## config.mk

```make
export PLATFORM = sky130hd
export DESIGN_NAME = can_mode_ctrl
export DESIGN_NICKNAME = d
export VERILOG_FILES = /design/src/rtl/can_mode_pkg.sv /design/src/rtl/can_mode_regs.sv /design/src/rtl/can_mode_status.sv /design/src/rtl/can_mode_irq.sv /design/src/rtl/can_mode_ctrl.sv
export SDC_FILE = /design/constraint.sdc
export NUM_CORES = 1
export LEC_CHECK = 0
export ABC_AREA = 1
export CORE_UTILIZATION = 28
export CTS_CLUSTER_SIZE = 14
export DETAILED_ROUTE_END_ITERATION = 16
export GPL_ROUTABILITY_DRIVEN = 0
export HOLD_SLACK_MARGIN = 0.15
export PLACE_DENSITY = 0.84
export SYNTH_ARGS = -nofsm -noshare
export SYNTH_HDL_FRONTEND = slang
export SYNTH_SLANG_ARGS = --single-unit
```

## constraint.sdc

```tcl
create_clock -name clk -period 1.6 [get_ports clk]
set_clock_uncertainty 0.05 [all_clocks]
set_input_delay 0.24 -clock clk [delete_from_list [all_inputs] [get_ports clk]]
set_output_delay 0.24 -clock clk [all_outputs]
set_load 0.01 [all_outputs]
```

## src/rtl/can_mode_pkg.sv

```systemverilog
// Package: shared constants and types for the CAN mode/interrupt block.
// Assumes byte offsets fit in 8 bits; bit positions are fixed by software.
package can_mode_pkg;

    localparam int unsigned ADDR_W = 8;
    localparam int unsigned DATA_W = 32;
    localparam int unsigned MODE_W = 3;

    // register byte offsets
    localparam logic [ADDR_W-1:0] OFS_RUN    = 8'h00;
    localparam logic [ADDR_W-1:0] OFS_MODE   = 8'h04;
    localparam logic [ADDR_W-1:0] OFS_STATE  = 8'h18;
    localparam logic [ADDR_W-1:0] OFS_IFLAG  = 8'h1C;
    localparam logic [ADDR_W-1:0] OFS_ICLR   = 8'h24;

    // bit positions
    localparam int unsigned RUN_BIT        = 1;
    localparam int unsigned MSEL_SLEEP     = 0;
    localparam int unsigned MSEL_LOOP      = 1;
    localparam int unsigned MSEL_SNOOP     = 2;
    localparam int unsigned ST_LOOP_BIT    = 1;
    localparam int unsigned ST_SLEEP_BIT   = 2;
    localparam int unsigned ST_NORMAL_BIT  = 3;
    localparam int unsigned ST_SNOOP_BIT   = 12;
    localparam int unsigned IRQ_TX_BIT     = 1;
    localparam int unsigned IRQ_RX_BIT     = 4;

    typedef enum logic [2:0] {
        OPM_CONFIG,
        OPM_NORMAL,
        OPM_LOOP,
        OPM_SLEEP,
        OPM_SNOOP
    } opmode_t;

    // Resolve the selector into one operating mode; sleep > loop > snoop.
    function automatic opmode_t pick_mode(input logic run, input logic [MODE_W-1:0] sel);
        if (!run)                  return OPM_CONFIG;
        else if (sel[MSEL_SLEEP])  return OPM_SLEEP;
        else if (sel[MSEL_LOOP])   return OPM_LOOP;
        else if (sel[MSEL_SNOOP])  return OPM_SNOOP;
        else                       return OPM_NORMAL;
    endfunction

endpackage

```

## src/rtl/can_mode_regs.sv

```systemverilog
// Module: enable and mode-selector registers with automatic sleep wake-up.
// Assumes wr_run/wr_mode are single-cycle decoded writes and bus_frame is a
// one-cycle strobe. The selector is writable only while the run bit is 0.
module can_mode_regs
    import can_mode_pkg::*;
#(
    parameter int unsigned SEL_W = MODE_W
) (
    input  logic             clk,
    input  logic             rst_n,
    input  logic             wr_run,
    input  logic             wr_mode,
    input  logic [DATA_W-1:0] wdata,
    input  logic             bus_frame,
    output logic             run_q,
    output logic [SEL_W-1:0] sel_q
);

    logic wake;

    // A frame seen while running in sleep triggers the return to normal.
    always_comb wake = run_q && sel_q[MSEL_SLEEP] && bus_frame;

    // Run bit: loaded from data bit RUN_BIT on each write.
    always_ff @(posedge clk) begin
        if (!rst_n)      run_q <= 1'b0;
        else if (wr_run) run_q <= wdata[RUN_BIT];
    end

    // Mode selector: written only in configuration, zeroed on wake-up.
    always_ff @(posedge clk) begin
        if (!rst_n)                 sel_q <= '0;
        else if (wake)              sel_q <= '0;
        else if (wr_mode && !run_q) sel_q <= wdata[SEL_W-1:0];
    end

    // selector frozen while running unless a wake-up occurs
    assert_mode_locked_R4: assert property (@(posedge clk) disable iff (!rst_n)
        (run_q && !(sel_q[MSEL_SLEEP] && bus_frame)) |=> $stable(sel_q));

    // sleep wake-up clears the selector to normal
    assert_sleep_wake_R6: assert property (@(posedge clk) disable iff (!rst_n)
        (run_q && sel_q[MSEL_SLEEP] && bus_frame) |=> (sel_q == '0));

    // a bus frame outside sleep leaves the selector alone
    assert_frame_noeffect_R11: assert property (@(posedge clk) disable iff (!rst_n)
        (bus_frame && !sel_q[MSEL_SLEEP] && !wr_mode) |=> $stable(sel_q));

endmodule

```

## src/rtl/can_mode_status.sv

```systemverilog
// Module: turns run bit and selector into the one-hot status word.
// Assumes the status word is at least ST_SNOOP_BIT+1 bits wide.
module can_mode_status
    import can_mode_pkg::*;
#(
    parameter int unsigned SEL_W = MODE_W
) (
    input  logic              clk,
    input  logic              rst_n,
    input  logic              run,
    input  logic [SEL_W-1:0]  sel,
    output opmode_t           opm,
    output logic [DATA_W-1:0] status
);

    // Priority resolution of the selector.
    always_comb opm = pick_mode(run, sel);

    // One-hot encoding of the resolved mode.
    always_comb begin
        status = '0;
        case (opm)
            OPM_NORMAL: status[ST_NORMAL_BIT] = 1'b1;
            OPM_LOOP:   status[ST_LOOP_BIT]   = 1'b1;
            OPM_SLEEP:  status[ST_SLEEP_BIT]  = 1'b1;
            OPM_SNOOP:  status[ST_SNOOP_BIT]  = 1'b1;
            default:    status = '0;
        endcase
    end

    // exactly one status bit while running, none in configuration
    assert_status_onehot_R3: assert property (@(posedge clk) disable iff (!rst_n)
        $countones(status) == (run ? 1 : 0));

    // sleep request dominates whatever else is selected
    assert_sleep_priority_R5: assert property (@(posedge clk) disable iff (!rst_n)
        (run && sel[MSEL_SLEEP]) |-> status[ST_SLEEP_BIT]);

endmodule

```

## src/rtl/can_mode_irq.sv

```systemverilog
// Module: sticky interrupt flags, one per event source, write-one-to-clear.
// Assumes events are one-cycle strobes; a set in the same cycle as a clear wins.
module can_mode_irq
    import can_mode_pkg::*;
#(
    parameter int unsigned N_SRC = 2,
    parameter int unsigned POS_W = 5,
    parameter logic [N_SRC*POS_W-1:0] SRC_POS = {5'(IRQ_RX_BIT), 5'(IRQ_TX_BIT)}
) (
    input  logic              clk,
    input  logic              rst_n,
    input  logic              run,
    input  logic [N_SRC-1:0]  ev,
    input  logic              wr_clr,
    input  logic [DATA_W-1:0] wdata,
    output logic [DATA_W-1:0] flags
);

    logic [N_SRC-1:0] flag_q;

    genvar g;
    generate
        for (g = 0; g < N_SRC; g++) begin : g_src
            localparam int unsigned POS = SRC_POS[g*POS_W +: POS_W];
            logic set_w;
            logic clr_w;

            // Set only while running; clear from a 1 in the written position.
            always_comb begin
                set_w = run && ev[g];
                clr_w = wr_clr && wdata[POS];
            end

            // Sticky flag: set beats clear.
            always_ff @(posedge clk) begin
                if (!rst_n)     flag_q[g] <= 1'b0;
                else if (set_w) flag_q[g] <= 1'b1;
                else if (clr_w) flag_q[g] <= 1'b0;
            end

            // an accepted event leaves the flag set, even with a clear
            assert_set_wins_R9: assert property (@(posedge clk) disable iff (!rst_n)
                (run && ev[g]) |=> flag_q[g]);

            // a clear with no event drops the flag
            assert_clear_R8: assert property (@(posedge clk) disable iff (!rst_n)
                (wr_clr && wdata[POS] && !(run && ev[g])) |=> !flag_q[g]);

            // no flag can rise while disabled
            assert_idle_ignore_R10: assert property (@(posedge clk) disable iff (!rst_n)
                !run |=> !$rose(flag_q[g]));
        end
    endgenerate

    // Place flags at their fixed word positions.
    always_comb begin
        flags = '0;
        for (int i = 0; i < N_SRC; i++) flags[SRC_POS[i*POS_W +: POS_W]] = flag_q[i];
    end

endmodule

```

## src/rtl/can_mode_ctrl.sv

```systemverilog
// Module: top of the CAN mode/interrupt register block. Decodes the register
// port, instantiates the mode registers, status encoder and interrupt flags,
// and muxes read data. Assumes one access per cycle, reads are combinational.
module can_mode_ctrl
    import can_mode_pkg::*;
(
    input  logic              clk,
    input  logic              rst_n,
    input  logic [7:0]        reg_addr,
    input  logic              reg_wr,
    input  logic [31:0]       reg_wdata,
    output logic [31:0]       reg_rdata,
    input  logic              tx_done_i,
    input  logic              rx_done_i,
    input  logic              bus_frame_i
);

    localparam int unsigned N_EV = 2;

    logic              wr_run, wr_mode, wr_clr;
    logic              run_q;
    logic [MODE_W-1:0] sel_q;
    opmode_t           opm;
    logic [DATA_W-1:0] status_w;
    logic [DATA_W-1:0] flags_w;

    // Write decode.
    always_comb begin
        wr_run  = reg_wr && (reg_addr == OFS_RUN);
        wr_mode = reg_wr && (reg_addr == OFS_MODE);
        wr_clr  = reg_wr && (reg_addr == OFS_ICLR);
    end

    can_mode_regs #(.SEL_W(MODE_W)) u_regs (
        .clk       (clk),
        .rst_n     (rst_n),
        .wr_run    (wr_run),
        .wr_mode   (wr_mode),
        .wdata     (reg_wdata),
        .bus_frame (bus_frame_i),
        .run_q     (run_q),
        .sel_q     (sel_q)
    );

    can_mode_status #(.SEL_W(MODE_W)) u_status (
        .clk    (clk),
        .rst_n  (rst_n),
        .run    (run_q),
        .sel    (sel_q),
        .opm    (opm),
        .status (status_w)
    );

    can_mode_irq #(.N_SRC(N_EV)) u_irq (
        .clk    (clk),
        .rst_n  (rst_n),
        .run    (run_q),
        .ev     ({rx_done_i, tx_done_i}),
        .wr_clr (wr_clr),
        .wdata  (reg_wdata),
        .flags  (flags_w)
    );

    // Read-data multiplexer; the clear port and unmapped offsets read 0.
    always_comb begin
        reg_rdata = '0;
        case (reg_addr)
            OFS_RUN:   reg_rdata[RUN_BIT] = run_q;
            OFS_MODE:  reg_rdata[MODE_W-1:0] = sel_q;
            OFS_STATE: reg_rdata = status_w;
            OFS_IFLAG: reg_rdata = flags_w;
            default:   reg_rdata = '0;
        endcase
    end

    // configuration state tracks the run bit
    assert_config_R2: assert property (@(posedge clk) disable iff (!rst_n)
        (wr_run && !reg_wdata[RUN_BIT]) |=> (opm == OPM_CONFIG));

endmodule

```

---- Yosys cells after proc, flatten, opt, wreduce, memory -nomap -nowiden ----
Cells that the tools add are included.
cells by class
  equality and inequality tests ........... 8
  reductions and logical operators ........ 15
  mux-type cells .......................... 16
  bitwise gates (word level) .............. 1
operators by type and width
  kind                number
  $pmux 10 s2         1
  $eq 8x5->1 const B  2
  $mux 3              4
  $logic_and 1x1->1   10
  $mux 1              9
  $eq 8x3->1 const B  1
  $eq 8x6->1 const B  1
  $logic_not 8->1     1
  $eq 3x2->1 const B  2
  $pmux 1 s4          1
  $reduce_bool 2->1   2
  $eq 3x1->1 const B  1
  $eq 3x3->1 const B  1
  $pmux 1 s2          1
  $reduce_or 2->1     1
  $logic_not 1->1     1
  $not 1->1           1
word-level totals
  flip-flop bits (word level) ............. 6
  output and inout bits ................... 32
  input bits .............................. 46

---- Logic depth before layout (Yosys ltp) ----
Gate-level depths: netlist (run 1).
  depth after elaboration ................. 7
  depth in mapped cells ................... 7
  depth with buffers taken out ............ 7

---- Cells and area by module ----
A second synthesis (run 1) with hierarchy kept.
second synthesis, totals
  cell total of the unflattened synthesis .. 251
  area total of the unflattened synthesis .. 1515.2 µm²
modules (own cells, without submodules)
  module           area each (µm²)  sequential area each (µm²)  times used  cells an instance
  can_mode_ctrl    770.7            0.0                         1           148
  can_mode_irq     312.8            40.0                        1           42
  can_mode_status  277.8            0.0                         1           41
  can_mode_regs    153.9            80.1                        1           20

---- Worst setup path before layout (run 1) ----
OpenSTA, ideal clock, no wires.
  path type ............................... input -> output
  start ................................... input port reg_addr[7]
  end ..................................... output port reg_rdata[4]
  slack ................................... 0.339 ns
  buffers on the path ..................... 0
  data arrival time ....................... 0.971 ns
  data required time ...................... 1.310 ns
  stages on the path ...................... 5
  cell sequence ........................... nor2_2 -> nand2_1 -> nor2_2 -> nand3_1 -> nor3b_1
on the way
  longest elaborated chain between the ends .. 2
ends and longest elaborated chain
  item             line                 source
  start, declared  can_mode_ctrl.sv:9   input logic [7:0] reg_addr,
  $eq 8x5->1       can_mode_ctrl.sv:67  case (reg_addr)
  $pmux 10 s2 *    can_mode_ctrl.sv:67
  end, declared    can_mode_ctrl.sv:12  output logic [31:0] reg_rdata,
Every way passes the cells marked *; elsewhere a longest branch is shown, timed or not.

---- Worst setup path after layout (run 1) ----
  start ................................... input port reg_addr[0]
  end ..................................... output port reg_rdata[2]
on the way
  longest elaborated chain between the ends .. 2
ends and longest elaborated chain
  item                                             line
  $eq 8x5->1 / $eq 8x3->1 (equally long branches)  can_mode_ctrl.sv:67
  $pmux 1 s2 *                                     can_mode_ctrl.sv:67
Marks and branches as above.

==> flow_summary_export.csv, run 1 <==
group,metric,value,unit
floorplanning,fp.coreArea,2212,sq um
critical_path,critical_path.cell_chain,"dlygate4sd2_1 > inv_1 > nand2_2 > nor3_4 > buf_4 > nand4_1 > o21ai_1 > buf_2",
cts,cts_hold_buf,0,
critical_path,crit_type,"primary input to output port",
sta,rsz0062_at_grt,"false",
job,drv_cap,0,
power_and_ir_drop,finalPower,401.2,uW
run_status,status,"completed",
synth,ys_ff_latch,6,
placement,placed_cells,163,
cts,htreeDepth,1,
cts,clk_latency,240,ps
finish,nets,188,
cts,clk_pin_slew,40,ps
power_and_ir_drop,leakagePower,0.4273,nW
cts,clockBufferDepth,2,
floorplanning,fp-row-count,17,
detailed_routing,drtIter0Drc,13,
synth,synthCells,104,
global_routing,grt_pass1_wl,2263,um
finish,diodes,0,
finish,final_layout_size_suffix_gt1_share,27.14,%
power_and_ir_drop,ir_worst_vdd,0.2322,mV
critical_path,reg2reg_to,"u_regs.sel_q[2]",
critical_path,slowest_stage,"dlygate4sd2_1",
critical_path,arrival,1220,ps
hold_path,hold_depth,2,
critical_path,r2r_cells,5,
floorplanning,die_h,50.35,um
synth,syn_area,654.4,sq um
critical_path,worstPathMaxFanout,2,
global_routing,grt_max_degree,8,
detailed_routing,viasPerCell,3.857,
sta,post-route-min-period,1505,ps
critical_path,critPathLaunchType,"primary input",
synth,yosysTopAreaCell,"buf_4",
sta,setup_violations,0,
finish,area_growth,41.68,%
cts,root_buffer,"clkbuf_4",
synth,synth_top_area_share,29.83,%
cts,numCtsBuffers,3,
cts,cts_tree,"built",
critical_path,max_stage_delay,250,ps
critical_path,r2r-start,"u_regs.run_q",
synth,syn_area_per_cell,6.292,sq um
power_and_ir_drop,powerDensity,432.7,nW/um^2
floorplanning,num_io_pins,78,
finish,fillers,247,
detailed_routing,wl,1338,um
floorplanning,dieArea,2535,sq um
global_routing,grt_overflow,0,
floorplanning,start_util,29.58,%
sta,hold_viol,0,
detailed_routing,dr.pass1.iters,3,
detailed_routing,wl_per_cell,7.964,um
sta,slew_viol_final,0,
synth,yosys_warnings,0,
hold_path,min_from,"u_irq.flags[4]",
critical_path,required,1310,ps
synth,ys_seq_area_share,18.36,%
hold_path,holdPathEnd,"u_irq.flags[4]",
global_routing,antenna_found_initial,0,
placement,dp_hpwl,1125,um
sta,fmaxAchievable,0.6643,GHz
synth,ys_types,18,
global_routing,track_usage,11.69,%
sta,min_period_over_period,94.08,%
floorplanning,die_w,50.35,um
synth,synth_area_leaders,"buf_4 30%, dfxtp_1 18%, nand2_1 8.0%",
detailed_routing,drc,0,
detailed_routing,route.vias.total,648,
global_routing,grt_pass1_vias,584,
hold_path,hp-class,"flop to flop",
critical_path,endpoint_kind,"output port",
placement,io_buffers,23,
finish,fin_cells,168,
critical_path,r2r_slack,430,ps
cts,clock_sinks,6,
critical_path,crit_start,"reg_addr[0]",
detailed_routing,ant_nets,0,
## metal layers
layer,track usage [%],vias to the layer above,share of wire (%)
li1,-,350,-
met1,12.48,274,41
met2,20.89,22,52
met3,2.424,2,5.1
met4,6.944,0,1.3
met5,0,-,0
## worst max-delay path: cells and delay by family
kind,cells,cell delay (ps)
AO/OA/AOI/OAI,1,80
buffers and inverters,4,590
AND/OR/NAND/NOR,3,300
## layout by cell type (no fill, tap or decap)
| cell type | instances |
|---|---|
| nor2_2 | 5 |
| clkdlybuf4s50_1 | 9 |
| dfxtp_1 | 6 |
| clkbuf_4 | 3 |
| nand4_1 | 2 |
| buf_2 | 6 |
| nand3_1 | 8 |
| nand2_2 | 5 |
| nor3b_1 | 1 |
| buf_6 | 1 |
| inv_1 | 11 |
| buf_4 | 11 |
| nor2_1 | 8 |
| nand2_1 | 12 |
| inv_2 | 1 |
| nand3_2 | 1 |
| conb_1 | 26 |
| o21ai_1 | 4 |
| a21oi_1 | 6 |
| nor3_2 | 2 |
| nor3_4 | 1 |
| nor2_4 | 2 |
| clkdlybuf4s15_1 | 1 |
| dlygate4sd2_1 | 7 |
| nor3_1 | 1 |
## worst max-delay path by stage
stage               cells past startpoint       endpoint  slack, ps
detailed placement                      7  reg_rdata[12]       -540
finish                                  8   reg_rdata[2]         90
global placement                        7  reg_rdata[12]       -530
floorplan                               5   reg_rdata[4]        340
global route                            8   reg_rdata[2]        0.8
CTS                                     7  reg_rdata[12]         20
## cell usage after synthesis
cell type / n
buf_2: 1
conb_1: 1
buf_4: 26
nand3_1: 9
o21ai_1: 4
nor2_1: 10
nor3b_1: 1
nor2_4: 1
a21oi_1: 6
dfxtp_1: 6
nand4_1: 2
nor3_2: 1
inv_2: 1
nor2_2: 4
nand2_2: 3
inv_1: 11
nand2_1: 14
nor3_1: 3
## repair_timing
item | in CTS | in global routing
resized for setup | 39 | 4
setup buffers | 2 | 0
pin swaps | 6 | 6
endpoints found under the setup margin | 6 | 5
## stage by stage
stage / cell area (sq um) / hold WS [ps] / util [%] / TNS (ps) / setup slack, ps
final: 927.1 / 414.9 / 41.91 / 0 / 94.74
after global routing: 927.1 / 433.8 / 41.91 / 0 / 0.8359
after CTS: 912.1 / 427.8 / 41.23 / 0 / 19.95
after detailed placement: 888.4 / 420.0 / 40.16 / -3265 / -544.4
after global placement: 888.4 / 410.5 / 40.16 / -3145 / -532.9
after floorplan: 748.2 / 335.2 / - / 0 / 338.8
## power by group
group	switching [mW]	internal [mW]	leakage, nW
sequential	0.000146	0.150	0.0483
combinational	0.0654	0.0505	0.365
clock	0.0504	0.0846	0.0138
total	0.116	0.285	0.427
## kinds of logic (layout without fill, tap and decap cells)
| family | Yosys count | in the layout | share of synthesized area [%] |
|---|---|---|---|
| AO/OA/AOI/OAI | 10 | 10 | 7.648 |
| buffers and inverters | 39 | 50 | 37.48 |
| flip-flops | 6 | 6 | 18.36 |
| other | 1 | 26 | 0.5731 |
| AND/OR/NAND/NOR | 48 | 48 | 35.95 |
## sequential cells by signal, summed over array words and instances, names as in the netlist
signal        count
u_regs.sel_q      3
u_irq.flags       2
u_regs.run_q      1
## cell type report
cell class | count | area [sq um] | share of cell area (%)
Timing Repair Buffer | 35 | 285.3 | 30.77
Clock buffer | 3 | 22.52 | 2.429
Multi-Input combinational cell | 84 | 419.2 | 45.21
Inverter | 12 | 45.04 | 4.858
Sequential cell | 6 | 120.1 | 12.96
Tap cell | 28 | 35.03 | 3.779
(Power assumes the default switching activity.)
==> run 2: changes to the inputs <==
--- a/config.mk
+++ b/config.mk
@@ -6,6 +6,7 @@
 export NUM_CORES = 1
 export LEC_CHECK = 0
 export ABC_AREA = 1
+export CAP_MARGIN = 20
 export CORE_UTILIZATION = 28
 export CTS_CLUSTER_SIZE = 14
 export DETAILED_ROUTE_END_ITERATION = 16
==> results of run 2 <==
Same layout as run 1: the final DEF is identical, and so are final timing and power.
==> run 3: changes to the inputs <==
--- a/config.mk
+++ b/config.mk
@@ -13,6 +13,7 @@
 export GPL_ROUTABILITY_DRIVEN = 0
 export HOLD_SLACK_MARGIN = 0.15
 export PLACE_DENSITY = 0.84
+export SETUP_SLACK_MARGIN = 0.3
 export SYNTH_ARGS = -nofsm -noshare
 export SYNTH_HDL_FRONTEND = slang
 export SYNTH_SLANG_ARGS = --single-unit
==> run 3 against run 2 <==
Sequential power is essentially flat. Combinational power grew 16%. Routed wire length grew 9.9%. Total power grew 4.6%. Critical path type is now flop to output port.
==> flow_summary_export.csv, run 3 (same netlist as run 1, synthesis figures left out) <==
group,metric,value,unit
detailed_routing,route.vias.total,673,
power_and_ir_drop,ir_worst_vdd,0.2348,mV
power_and_ir_drop,leakagePower,0.4606,nW
global_routing,grt_max_degree,8,
finish,largest_register_ffs,3,
placement,io_buffers,23,
cts,htreeDepth,1,
critical_path,r2r-start,"u_regs.run_q",
critical_path,crit_type,"flop to output port",
detailed_routing,viasPerCell,3.936,
critical_path,critPathLaunchType,"flop",
floorplanning,fp.coreArea,2212,sq um
sta,setup_violations,0,
critical_path,endpoint_kind,"output port",
sta,rsz0062_at_grt,"true",
sta,fmaxAchievable,0.7449,GHz
detailed_routing,ant_nets,0,
cts,root_buffer,"clkbuf_4",
sta,min_period_over_period,83.91,%
sta,post-route-min-period,1343,ps
critical_path,critPathCapture,"reg_rdata[1]",
global_routing,grt_pass1_vias,606,
critical_path,worstPathMaxFanout,3,
cts,numCtsBuffers,3,
cts,clk_pin_slew,40,ps
detailed_routing,drtIter0Drc,13,
hold_path,hp-class,"flop to flop",
critical_path,required,1310,ps
sta,hold_viol,0,
finish,final_cell_mix,"26 x conb_1, 12 x buf_4, 11 x nand2_1",
cts,clk_latency,240,ps
cts,clockBufferDepth,2,
critical_path,arrival,1050,ps
floorplanning,dieArea,2535,sq um
cts,cts_tree,"built",
detailed_routing,dr.pass1.iters,4,
floorplanning,start_util,29.58,%
detailed_routing,wl,1470,um
floorplanning,die_h,50.35,um
finish,largest_register,"u_regs.sel_q",
finish,nets,191,
floorplanning,num_io_pins,78,
placement,place_area,888.4,sq um
cts,clock_sinks,6,
critical_path,crit_start,"u_regs.sel_q[0]",
global_routing,track_usage,12.52,%
run_status,status,"completed",
finish,design_area,1013,sq um
finish,area_growth,54.88,%
critical_path,r2r_cells,5,
global_routing,antenna_found_initial,0,
finish,final_layout_size_suffix_gt1_share,43.36,%
global_routing,grt_overflow,0,
sta,tns,0,ps
power_and_ir_drop,finalPower,419.6,uW
critical_path,r2r_slack,430,ps
placement,dp_hpwl,1125,um
sta,whs,415.6,ps
job,drv_cap,0,
floorplanning,die_w,50.35,um
finish,final_common_cell,"conb_1",
power_and_ir_drop,powerDensity,414.0,nW/um^2
detailed_routing,drc,0,
detailed_routing,wl_per_cell,8.596,um
global_routing,grt_pass1_wl,2421,um
critical_path,reg2reg_to,"u_regs.sel_q[2]",
floorplanning,fp-row-count,17,
sta,slew_viol_final,0,
finish,diodes,0,
-- run 3: changes by cell type in the layout (fill, tap and decap cells not counted), moves of 2 or more --
cell           previous run  this run
nand2_4                   0         3
inv_4                     0         2
inv_2                     1         5
buf_2                     6         9
inv_1                    11         5
nand2_2                   5         3
buf_6                     1         7
dlygate4sd2_1             7         0
dfxtp_1                   6         4
dfxtp_2                   0         2
nor2_4                    2         4
-- run 3: what timing repair did --
| action | 4_1_cts | 5_1_grt |
|---|---|---|
| resized for setup | 83 | 9 |
| buffers inserted | 5 | 0 |
| hold buffers | 0 | 0 |
| pin swaps | 15 | 8 |
| endpoints found under the setup margin | 9 | 9 |
-- run 3: worst min-delay path by stage --
stage,startpoint,endpoint,slack [ps],cells past startpoint
6_report,u_irq.flags[4],u_irq.flags[4],420,2
5_1_grt,u_irq.flags[4],u_irq.flags[4],430,2
4_1_cts,u_irq.flags[4],u_irq.flags[4],430,2
3_5_place_dp,u_irq.flags[4],u_irq.flags[4],420,2
3_3_place_gp,u_irq.flags[4],u_irq.flags[4],410,2
2_1_floorplan,reg_wdata[0],u_regs.sel_q[0],340,2
-- run 3: routing by layer --
layer	vias to the layer above	track usage, %	wire [um]
met3	2	2.424	68
met2	22	21.78	809
met1	290	14.13	574
met5	-	0	0
met4	0	6.944	18
li1	359	-	-
-- run 3: area by class of cell --
cell class              instances  area (sq um)
flip-flops and latches          6         122.6
repair buffers                 38         319.1
fillers                       230          1199
well taps                      28         35.03
clock buffers                   3         22.52
inverters                      12         50.05
multi-input cells              84         464.2
-- run 3: through the flow --
step | util [%] | setup WS, ps | cells
floorplan | - | 338.8 | 129
global placement | 40.16 | -532.9 | 163
detailed placement | 40.16 | -544.4 | 163
CTS | 44.17 | 226.3 | 171
global route | 45.81 | 197.5 | 171
finish | 45.81 | 257.5 | 171
-- run 3: power by group --
group	internal [mW]	total [mW]	switching (mW)
Combinational	0.0613	0.134	0.0729
Clock	0.0846	0.135	0.0504
Sequential	0.150	0.150	0.000210
-- run 3: worst max-delay path, cell delays in order, from the launching register on --
cell and delay, ps:
dfxtp_2 310, inv_2 70, nand2_4 50, nor2_2 100
nand3_1 70, nand4_1 80, buf_2 140
